==> config.mk <==
export PLATFORM = sky130hd
export DESIGN_NAME = scan_seq_ctrl
export DESIGN_NICKNAME = d
export VERILOG_FILES = /design/src/rtl/scan_seq_pkg.sv /design/src/rtl/scan_cut.sv /design/src/rtl/scan_cell_chain.sv /design/src/rtl/scan_seq_fsm.sv /design/src/rtl/scan_seq_ctrl.sv
export SDC_FILE = /design/constraint.sdc
export NUM_CORES = 1
export LEC_CHECK = 0
export CORE_MARGIN = 3
export CORE_UTILIZATION = 50
export CTS_BUF_LIST = sky130_fd_sc_hd__clkbuf_4
export DETAILED_ROUTE_END_ITERATION = 8
export GPL_TIMING_DRIVEN = 0
export PLACE_DENSITY = 0.78
export SETUP_SLACK_MARGIN = 0.4
export SKIP_LAST_GASP = 1
export SLEW_MARGIN = 30
export SYNTH_ARGS = -nofsm -noshare
export SYNTH_HDL_FRONTEND = slang
export SYNTH_SLANG_ARGS = --single-unit
==> constraint.sdc <==
create_clock -name clk -period 3.6 [get_ports clk]
set_clock_uncertainty 0.15 [all_clocks]
set_input_delay 0.72 -clock clk [delete_from_list [all_inputs] [get_ports clk]]
set_output_delay 0.72 -clock clk [all_outputs]
set_load 0.02 [all_outputs]
==> src/rtl/scan_seq_pkg.sv <==
package scan_seq_pkg;
   typedef enum logic [1:0] {
      TM_STUCK = 2'd0,
      TM_LOS   = 2'd1,
      TM_LOC   = 2'd2
   } test_mode_e;

   typedef enum logic [2:0] {
      ST_IDLE  = 3'd0,
      ST_SHIFT = 3'd1,
      ST_GAP   = 3'd2,
      ST_CAP1  = 3'd3,
      ST_CAP2  = 3'd4
   } seq_state_e;

   function automatic test_mode_e decode_mode(input logic [1:0] code);
      case (code)
         2'd1:    return TM_LOS;
         2'd2:    return TM_LOC;
         default: return TM_STUCK;
      endcase
   endfunction
endpackage

==> src/rtl/scan_cut.sv <==
module scan_cut #(
   parameter int CHAIN_LEN = 8
) (
   input  logic [CHAIN_LEN-1:0] state_q,
   input  logic [CHAIN_LEN-1:0] pin,
   output logic [CHAIN_LEN-1:0] nxt
);
   for (genvar i = 0; i < CHAIN_LEN; i++) begin : g_bit
      localparam int UP = (i + 1) % CHAIN_LEN;
      assign nxt[i] = pin[i] ^ state_q[UP];
   end
endmodule

==> src/rtl/scan_cell_chain.sv <==
module scan_cell_chain #(
   parameter int CHAIN_LEN = 8
) (
   input  logic                 clk,
   input  logic                 rst_n,
   input  logic                 shift_en,
   input  logic                 capt_en,
   input  logic                 ser_in,
   input  logic [CHAIN_LEN-1:0] d,
   output logic [CHAIN_LEN-1:0] q
);
   for (genvar i = 0; i < CHAIN_LEN; i++) begin : g_cell
      logic prev;
      if (i == 0) begin : g_head
         assign prev = ser_in;
      end else begin : g_body
         assign prev = q[i-1];
      end
      always_ff @(posedge clk or negedge rst_n) begin
         if (!rst_n)        q[i] <= 1'b0;
         else if (shift_en) q[i] <= prev;
         else if (capt_en)  q[i] <= d[i];
      end
   end


   shift_path_chk: assert property (@(posedge clk) disable iff (!rst_n)
      shift_en |=> (q[0] == $past(ser_in)) && (q[CHAIN_LEN-1] == $past(q[CHAIN_LEN-2])));

   hold_chk: assert property (@(posedge clk) disable iff (!rst_n)
      (!shift_en && !capt_en) |=> $stable(q));
endmodule

==> src/rtl/scan_seq_fsm.sv <==
module scan_seq_fsm
   import scan_seq_pkg::*;
#(
   parameter int CHAIN_LEN = 8
) (
   input  logic       clk,
   input  logic       rst_n,
   input  logic       start,
   input  logic [1:0] mode,
   output logic       scan_en,
   output logic       cap_en,
   output logic       busy,
   output logic       done
);
   localparam int CNT_W = (CHAIN_LEN > 2) ? $clog2(CHAIN_LEN) : 1;
   localparam logic [CNT_W-1:0] LAST = CNT_W'(CHAIN_LEN - 1);

   seq_state_e       st_q, st_d;
   test_mode_e       mode_q;
   logic [CNT_W-1:0] cnt_q;
   logic             done_q;
   logic             final_cap;

   assign final_cap = (st_q == ST_CAP2) ||
                      (st_q == ST_CAP1 && mode_q != TM_LOC);

   always_comb begin
      st_d = st_q;
      case (st_q)
         ST_IDLE:  if (start) st_d = ST_SHIFT;
         ST_SHIFT: if (cnt_q == LAST)
                      st_d = (mode_q == TM_STUCK) ? ST_GAP : ST_CAP1;
         ST_GAP:   st_d = ST_CAP1;
         ST_CAP1:  st_d = (mode_q == TM_LOC) ? ST_CAP2 : ST_IDLE;
         default:  st_d = ST_IDLE;
      endcase
   end

   always_ff @(posedge clk or negedge rst_n) begin
      if (!rst_n) begin
         st_q   <= ST_IDLE;
         mode_q <= TM_STUCK;
         cnt_q  <= '0;
         done_q <= 1'b0;
      end else begin
         st_q   <= st_d;
         done_q <= final_cap;
         if (st_q == ST_IDLE && start) mode_q <= decode_mode(mode);
         if (st_q == ST_SHIFT) cnt_q <= (cnt_q == LAST) ? '0 : cnt_q + 1'b1;
      end
   end

   assign scan_en = (st_q == ST_SHIFT);
   assign cap_en  = (st_q == ST_CAP1) || (st_q == ST_CAP2);
   assign busy    = (st_q != ST_IDLE);
   assign done    = done_q;


   excl_en_chk: assert property (@(posedge clk) disable iff (!rst_n) !(scan_en && cap_en));

   start_shift_chk: assert property (@(posedge clk) disable iff (!rst_n)
      (start && !busy) |=> scan_en);

   stuck_gap_chk: assert property (@(posedge clk) disable iff (!rst_n)
      ($fell(scan_en) && mode_q == TM_STUCK) |-> !cap_en);

   los_cap_chk: assert property (@(posedge clk) disable iff (!rst_n)
      ($fell(scan_en) && mode_q == TM_LOS) |-> cap_en);

   loc_pair_chk: assert property (@(posedge clk) disable iff (!rst_n)
      ($rose(cap_en) && mode_q == TM_LOC) |=> (cap_en && !scan_en));

   done_pulse_chk: assert property (@(posedge clk) disable iff (!rst_n)
      done |=> !done);

   done_idle_chk: assert property (@(posedge clk) disable iff (!rst_n)
      done |-> !busy);
endmodule

==> src/rtl/scan_seq_ctrl.sv <==
module scan_seq_ctrl #(
   parameter int CHAIN_LEN = 8
) (
   input  logic                 clk,
   input  logic                 rst_n,
   input  logic                 start,
   input  logic [1:0]           mode,
   input  logic [CHAIN_LEN-1:0] func_in,
   input  logic                 scan_in,
   output logic                 scan_en,
   output logic                 cap_en,
   output logic                 busy,
   output logic                 done,
   output logic                 scan_out
);
   if (CHAIN_LEN < 2) begin : g_len_bad
      $error("scan_seq_ctrl: CHAIN_LEN must be at least 2");
   end

   logic [CHAIN_LEN-1:0] cell_q;
   logic [CHAIN_LEN-1:0] cut_nxt;

   scan_seq_fsm #(.CHAIN_LEN(CHAIN_LEN)) u_fsm (
      .clk(clk), .rst_n(rst_n), .start(start), .mode(mode),
      .scan_en(scan_en), .cap_en(cap_en), .busy(busy), .done(done)
   );

   scan_cut #(.CHAIN_LEN(CHAIN_LEN)) u_cut (
      .state_q(cell_q), .pin(func_in), .nxt(cut_nxt)
   );

   scan_cell_chain #(.CHAIN_LEN(CHAIN_LEN)) u_chain (
      .clk(clk), .rst_n(rst_n), .shift_en(scan_en), .capt_en(cap_en),
      .ser_in(scan_in), .d(cut_nxt), .q(cell_q)
   );

   assign scan_out = cell_q[CHAIN_LEN-1];


   capture_chk: assert property (@(posedge clk) disable iff (!rst_n)
      cap_en |=> cell_q == ($past(func_in) ^ {$past(cell_q[0]), $past(cell_q[CHAIN_LEN-1:1])}));
endmodule

==> impl_metrics.py, run 1 <==
metrics = {
    "cts": {
        "cts_buffers": 3,
        "cts_hold_buf": 0,
        "h-tree-depth": 1,
        "clockBufferDepth": 2,
        "clock-sinks": 17,
        "cts_setup_buffers": 0,
        "root_buffer": "clkbuf_4",
        "insertion_delay_ns": 0.28,
        "post_cts_resized": 0,
        "clkTransAtPathRegs_ns": 0.10,
        "cts_tree": "yes",
    },
    "logic_synthesis": {
        "ys.flop_type": "dfrtp_1",
        "async_flop_share_pct": 100,
        "synth.distinct_cells": 23,
        "synth_area_um2": 947,
        "ys_ff_latch": 17,
        "synth_common_cells": "18 x nor2_1, 17 x dfrtp_1, 9 x a21oi_1",
        "yosysSeqAreaShare_pct": 44.9,
        "yosys-top-cells-area": "dfrtp_1 45%, a211oi_2 11%, xor2_1 7.4%",
        "synth_nets": 111,
        "netlist_instances": 95,
        "synth_top_area_cell": "dfrtp_1",
        "synth_edf_count": 0,
        "yosys_warnings": 0,
        "synth_area_per_cell_um2": 9.97,
        "synth_top_cell_area_share_pct": 44.9,
        "yosysMostFrequentCell": "nor2_1",
    },
    "global_route": {
        "grt_util_all_layers_pct": 15.9,
        "grt_overflow_total": 0,
        "grt_max_degree": 18,
        "grt_first_pass_wirelength_um": 3010,
        "antenna_found_initial": 0,
        "grt_pass1_vias": 682,
    },
    "route": {
        "firstDrtPassIters": 1,
        "vias_per_cell": 5.12,
        "wirelength_um": 1720,
        "num_vias": 727,
        "drtIter0Drc": 0,
        "wl_per_cell_um": 12.1,
        "drtAntennaViolNets": 0,
        "drcViolationCount": 0,
    },
    "sta": {
        "timing.fmax_mhz": 342,
        "setup_viol": 0,
        "rsz0062_at_grt": "no",
        "setup_ws_ns": 0.678,
        "tightest_slew_ns": 0.792,
        "setup_tns_ns": 0,
        "drv_slew": 0,
        "fin_crit_sh_pct": 81.2,
        "period_minus_slack_ns": 2.92,
        "slew-limit-headroom_pct": 47.1,
        "finalHoldViolCount": 0,
    },
    "placed_design": {
        "dp.cells": 138,
        "portBuffers": 18,
        "dp_hpwl_um": 1270,
        "dp_slack_ns": 0.823,
        "globalplace.congestion": 0.786,
    },
    "finish": {
        "num_antenna_cells": 0,
        "synthToLayoutAreaGrowth_pct": 25.8,
        "stdcell_count": 142,
        "layout-drive-gt1-share_pct": 16.2,
        "fillers": 164,
        "fin_nets": 134,
    },
    "setup_path": {
        "endpoint_kind": "output port",
        "worstPathMaxFanout": 10,
        "arrival_ns": 2.05,
        "critPathKind": "reg -> out",
        "cp-start-kind": "register",
        "worstPathRequired_ns": 2.73,
        "r2r_slack_ns": 1.89,
    },
    "outcome": {
        "run_status": "complete, no violations",
    },
    "die": {
        "core_area_mm2": 0.00176,
        "initial_utilization_pct": 53.7,
        "io_pins": 19,
        "die_h_um": 49.5,
        "fp.dieW_um": 49.5,
        "rows": 15,
        "die_area_mm2": 0.00245,
    },
    "pwr": {
        "leakagePower_uw": 0.000534,
        "power_density_mw_per_mm2": 779,
        "peakVddDrop_uv": 377,
    },
    "job": {
        "maxCapViolCount": 0,
    },
    "min_path": {
        "min_path_type": "reg -> reg",
    },
}
==> final cells by class <==
cell class              count  area [um^2]  area share [%]
inverters                   3         11.3           0.945
well taps                  25         31.3            2.63
multi-input cells          70          473            39.7
plain buffers               5         37.5            3.15
clock buffers               4         30.0            2.52
repair buffers             18          183            15.3
flip-flops and latches     17          425            35.7
==> layout by cell type, fill, tap and decap left out <==
| master | synthesis | layout |
|---|---|---|
| nor2b_1 | 4 | 4 |
| clkbuf_1 | 2 | 2 |
| clkbuf_4 | 0 | 4 |
| dfrtp_1 | 17 | 17 |
| a21oi_1 | 9 | 9 |
| a211oi_1 | 1 | 1 |
| ha_1 | 2 | 2 |
| buf_6 | 2 | 2 |
| or3_1 | 1 | 1 |
| inv_1 | 2 | 2 |
| clkdlybuf4s50_1 | 0 | 17 |
| nand3b_1 | 3 | 3 |
| inv_2 | 1 | 1 |
| nor2_1 | 18 | 18 |
| a21o_1 | 2 | 2 |
| dlymetal6s2s_1 | 0 | 1 |
| a211oi_2 | 8 | 8 |
| o21ai_0 | 1 | 1 |
| mux2_2 | 2 | 2 |
| xor2_1 | 8 | 8 |
| nand2b_1 | 1 | 1 |
| nand2_1 | 5 | 5 |
| buf_4 | 1 | 1 |
| or3b_1 | 2 | 2 |
| nor3_1 | 2 | 2 |
| and2_4 | 1 | 1 |
==> state kept, by name, indices dropped and copies added, names as in the netlist <==
register,cells
u_fsm.mode_q,2
u_chain.g_cell.prev,7
u_fsm.st_q,3
u_fsm.done,1
u_fsm.cnt_q,3
u_chain.q,1
==> layer usage <==
metal / track usage [%] / vias up / wire, um
met1: 21.2 / 345 / 843
met4: 5.53 / 0 / 22
li1: - / 368 / -
met5: 0 / - / 0
met3: 4.23 / 4 / 56
met2: 24.9 / 10 / 798
==> logic make-up (layout without fill, tap and decap cells) <==
logic type,Yosys count,in the layout,synth area share (%)
xor gates and xnor gates,8,8,7.40
AOI/OAI and AO/OA,21,21,18.2
muxes,2,2,2.38
DFF,17,17,44.9
adders and majority gates,2,2,2.64
buffers and inverters,8,30,5.15
and+or+nand+nor,37,37,19.3
==> worst paths after layout <==
kind	start	to	cells after the start
min in group asynchronous	rst_n	u_fsm.cnt_q[2]	1
setup reg to reg	u_fsm.st_q[0]	u_chain.g_cell[6].prev	5
hold reg to reg	u_fsm.cnt_q[1]	u_fsm.cnt_q[1]	2
setup / recovery	u_fsm.st_q[1]	scan_en	4
max in group asynchronous	rst_n	u_chain.g_cell[2].prev	1
hold / removal	u_fsm.cnt_q[1]	u_fsm.cnt_q[1]	2
==> worst max-delay path: stages, from the launching register on <==
cell	delay, ns
dfrtp_1	0.45
or3b_1	0.46
inv_2	0.08
buf_4	0.16
clkdlybuf4s50_1	0.61
==> stage by stage <==
step,power (uW),util (%),hold slack [ns],area [um^2]
floorplan,698,-,0.274,947
global placement,815,65.7,0.315,1160
detailed placement,831,65.7,0.327,1160
CTS,943,67.4,0.349,1190
global route,1010,67.5,0.369,1190
finish,928,67.5,0.343,1190
==> power breakdown <==
part | internal [uW] | leakage [uW] | switching (uW) | total (uW)
clock network | 50.5 | 0.0000184 | 57.6 | 108
logic | 236 | 0.000313 | 231 | 467
registers | 279 | 0.000202 | 73.7 | 353
(Power assumes the default switching activity.)
==> inputs of run 2 (changes only) <==
==> constraint.sdc (replaced) <==
create_clock -name clk -period 2.9 [get_ports clk]
set_clock_uncertainty 0.15 [all_clocks]
set_input_delay 0.58 -clock clk [delete_from_list [all_inputs] [get_ports clk]]
set_output_delay 0.58 -clock clk [all_outputs]
set_load 0.02 [all_outputs]
==> impl_metrics.py, run 2 (synthesized netlist as in run 1, its figures left out) <==
metrics = {
    "cts": {
        "insertion_delay_ns": 0.29,
        "cts_tree": "yes",
        "h-tree-depth": 1,
        "root_buffer": "clkbuf_4",
        "clockBufferDepth": 2,
        "clock-sinks": 17,
        "cts_buffers": 3,
        "clkTransAtPathRegs_ns": 0.10,
    },
    "global_route": {
        "antenna_found_initial": 0,
        "grt_pass1_vias": 714,
        "grt_first_pass_wirelength_um": 3190,
        "grt_max_degree": 18,
        "grt_util_all_layers_pct": 16.9,
        "grt_overflow_total": 0,
    },
    "placed_design": {
        "globalplace.congestion": 0.786,
        "dp_hpwl_um": 1270,
        "portBuffers": 18,
    },
    "min_path": {
        "hold_depth": 1,
        "hold_path_end": "u_fsm.st_q[1]",
        "min-delay-start": "u_fsm.st_q[2]",
        "min_path_type": "reg -> reg",
    },
    "sta": {
        "tightest_slew_ns": 0.801,
        "rsz0062_at_grt": "yes",
        "whs_ns": 0.343,
        "setup_viol": 0,
        "timing.fmax_mhz": 405,
        "fin_crit_sh_pct": 85.1,
        "finalHoldViolCount": 0,
        "slew-limit-headroom_pct": 46.4,
        "period_minus_slack_ns": 2.47,
        "setup_tns_ns": 0,
        "drv_slew": 0,
    },
    "finish": {
        "largest_register_ff_count": 7,
        "final_common_cell": "nor2_1",
        "synthToLayoutAreaGrowth_pct": 29.9,
        "fin_nets": 139,
        "layout-drive-gt1-share_pct": 22.1,
        "num_antenna_cells": 0,
        "fillers": 162,
        "mostFrequentLayoutCells": "18 x nor2_1, 16 x dfrtp_1, 15 x clkdlybuf4s50_1",
    },
    "pwr": {
        "power_density_mw_per_mm2": 959,
        "leakagePower_uw": 0.000546,
        "switching_share_pct": 39.4,
        "p_clk_share_pct": 11.7,
        "seqPwrFrac_pct": 36.8,
        "intPower_uw": 715,
        "p_switching_uw": 466,
        "combinationalPowerShare_pct": 51.4,
        "peakVddDrop_uv": 468,
    },
    "die": {
        "die_h_um": 49.5,
        "core_area_mm2": 0.00176,
        "fp.dieW_um": 49.5,
        "initial_utilization_pct": 53.7,
        "die_area_mm2": 0.00245,
        "io_pins": 19,
        "rows": 15,
    },
    "setup_path": {
        "cp-start-kind": "register",
        "r2r_end": "u_fsm.mode_q[0]",
        "worstPathRequired_ns": 2.17,
        "endpoint_kind": "output port",
        "r2r_slack_ns": 1.16,
        "critPathKind": "reg -> out",
        "arrival_ns": 1.74,
        "reg2regPathDepth": 4,
        "r2r-start": "u_fsm.st_q[0]",
        "worstPathMaxFanout": 10,
    },
    "route": {
        "num_vias": 746,
        "drcViolationCount": 0,
        "wirelength_um": 1900,
        "firstDrtPassIters": 4,
        "wl_per_cell_um": 12.9,
        "vias_per_cell": 5.07,
        "drtAntennaViolNets": 0,
        "drtIter0Drc": 4,
    },
    "outcome": {
        "run_status": "complete, no violations",
    },
    "job": {
        "maxCapViolCount": 0,
    },
}
run 2: cell types whose count changed in the layout (fill, tap and decap cells not counted), sizes merged:
| cell | delta |
|---|---|
| clkdlybuf4s15 | +1 |
| buf | +6 |
| clkdlybuf4s50 | -2 |
run 2: power groups by stage:
stage                     Combinational (uW)  Clock [uW]  Sequential (uW)
after global routing                     675         152              446
after detailed placement                 589           0              443
after CTS                                607         142              431
after floorplan                          431           0              436
final                                    607         139              435
after global placement                   573           0              438
run 2: critical path, stage by stage, from the launching register on:
cell	delay [ns]
dfrtp_2	0.45
or3b_1	0.44
inv_2	0.08
buf_4	0.16
clkdlybuf4s15_1	0.31
run 2: layer usage:
layer  vias to the layer above  GRT usage [%]  routed length, um
met4                         0           5.53                 29
met5                         -              0                  0
met3                         4           4.23                 62
met2                        10           27.3                892
met1                       358           22.0                915
li1                        374              -                  -
run 2: worst max-delay path by stage:
stage | start | to | slack (ns) | depth (start not counted)
6_report | u_fsm.st_q[1] | scan_en | 0.43 | 4
5_1_grt | u_fsm.st_q[1] | scan_en | 0.35 | 4
4_1_cts | u_fsm.st_q[0] | busy | 0.38 | 3
3_5_place_dp | u_fsm.st_q[0] | cap_en | 0.26 | 6
3_3_place_gp | u_fsm.st_q[0] | cap_en | 0.27 | 6
2_1_floorplan | u_fsm.st_q[0] | cap_en | 0.81 | 5
run 2: final cells by class:
| class | count | area (um^2) | area share [%] |
|---|---|---|---|
| multi-input combinational | 70 | 475 | 38.7 |
| sequential | 17 | 427 | 34.7 |
| timing repair buffer | 23 | 218 | 17.7 |
| buffer | 5 | 37.5 | 3.05 |
| tap | 25 | 31.3 | 2.54 |
| clock buffer | 4 | 30.0 | 2.44 |
| inverter | 3 | 11.3 | 0.916 |
run 2: through the flow:
stage | power, uW | cells | setup slack (ns) | util (%) | area [um^2]
global placement | 1010 | 138 | 0.266 | 65.7 | 1160
detailed placement | 1030 | 138 | 0.263 | 65.7 | 1160
CTS | 1180 | 145 | 0.376 | 68.4 | 1210
finish | 1180 | 147 | 0.433 | 69.7 | 1230
floorplan | 867 | 95 | 0.812 | - | 947
global route | 1270 | 147 | 0.346 | 69.7 | 1230
run 2: repair_timing:
action	in CTS	in global routing
setup endpoints to repair	2	3
hold buffers	0	0
cloned	0	0
pin swaps	0	0
buffers inserted	3	2
gates resized for setup	6	4
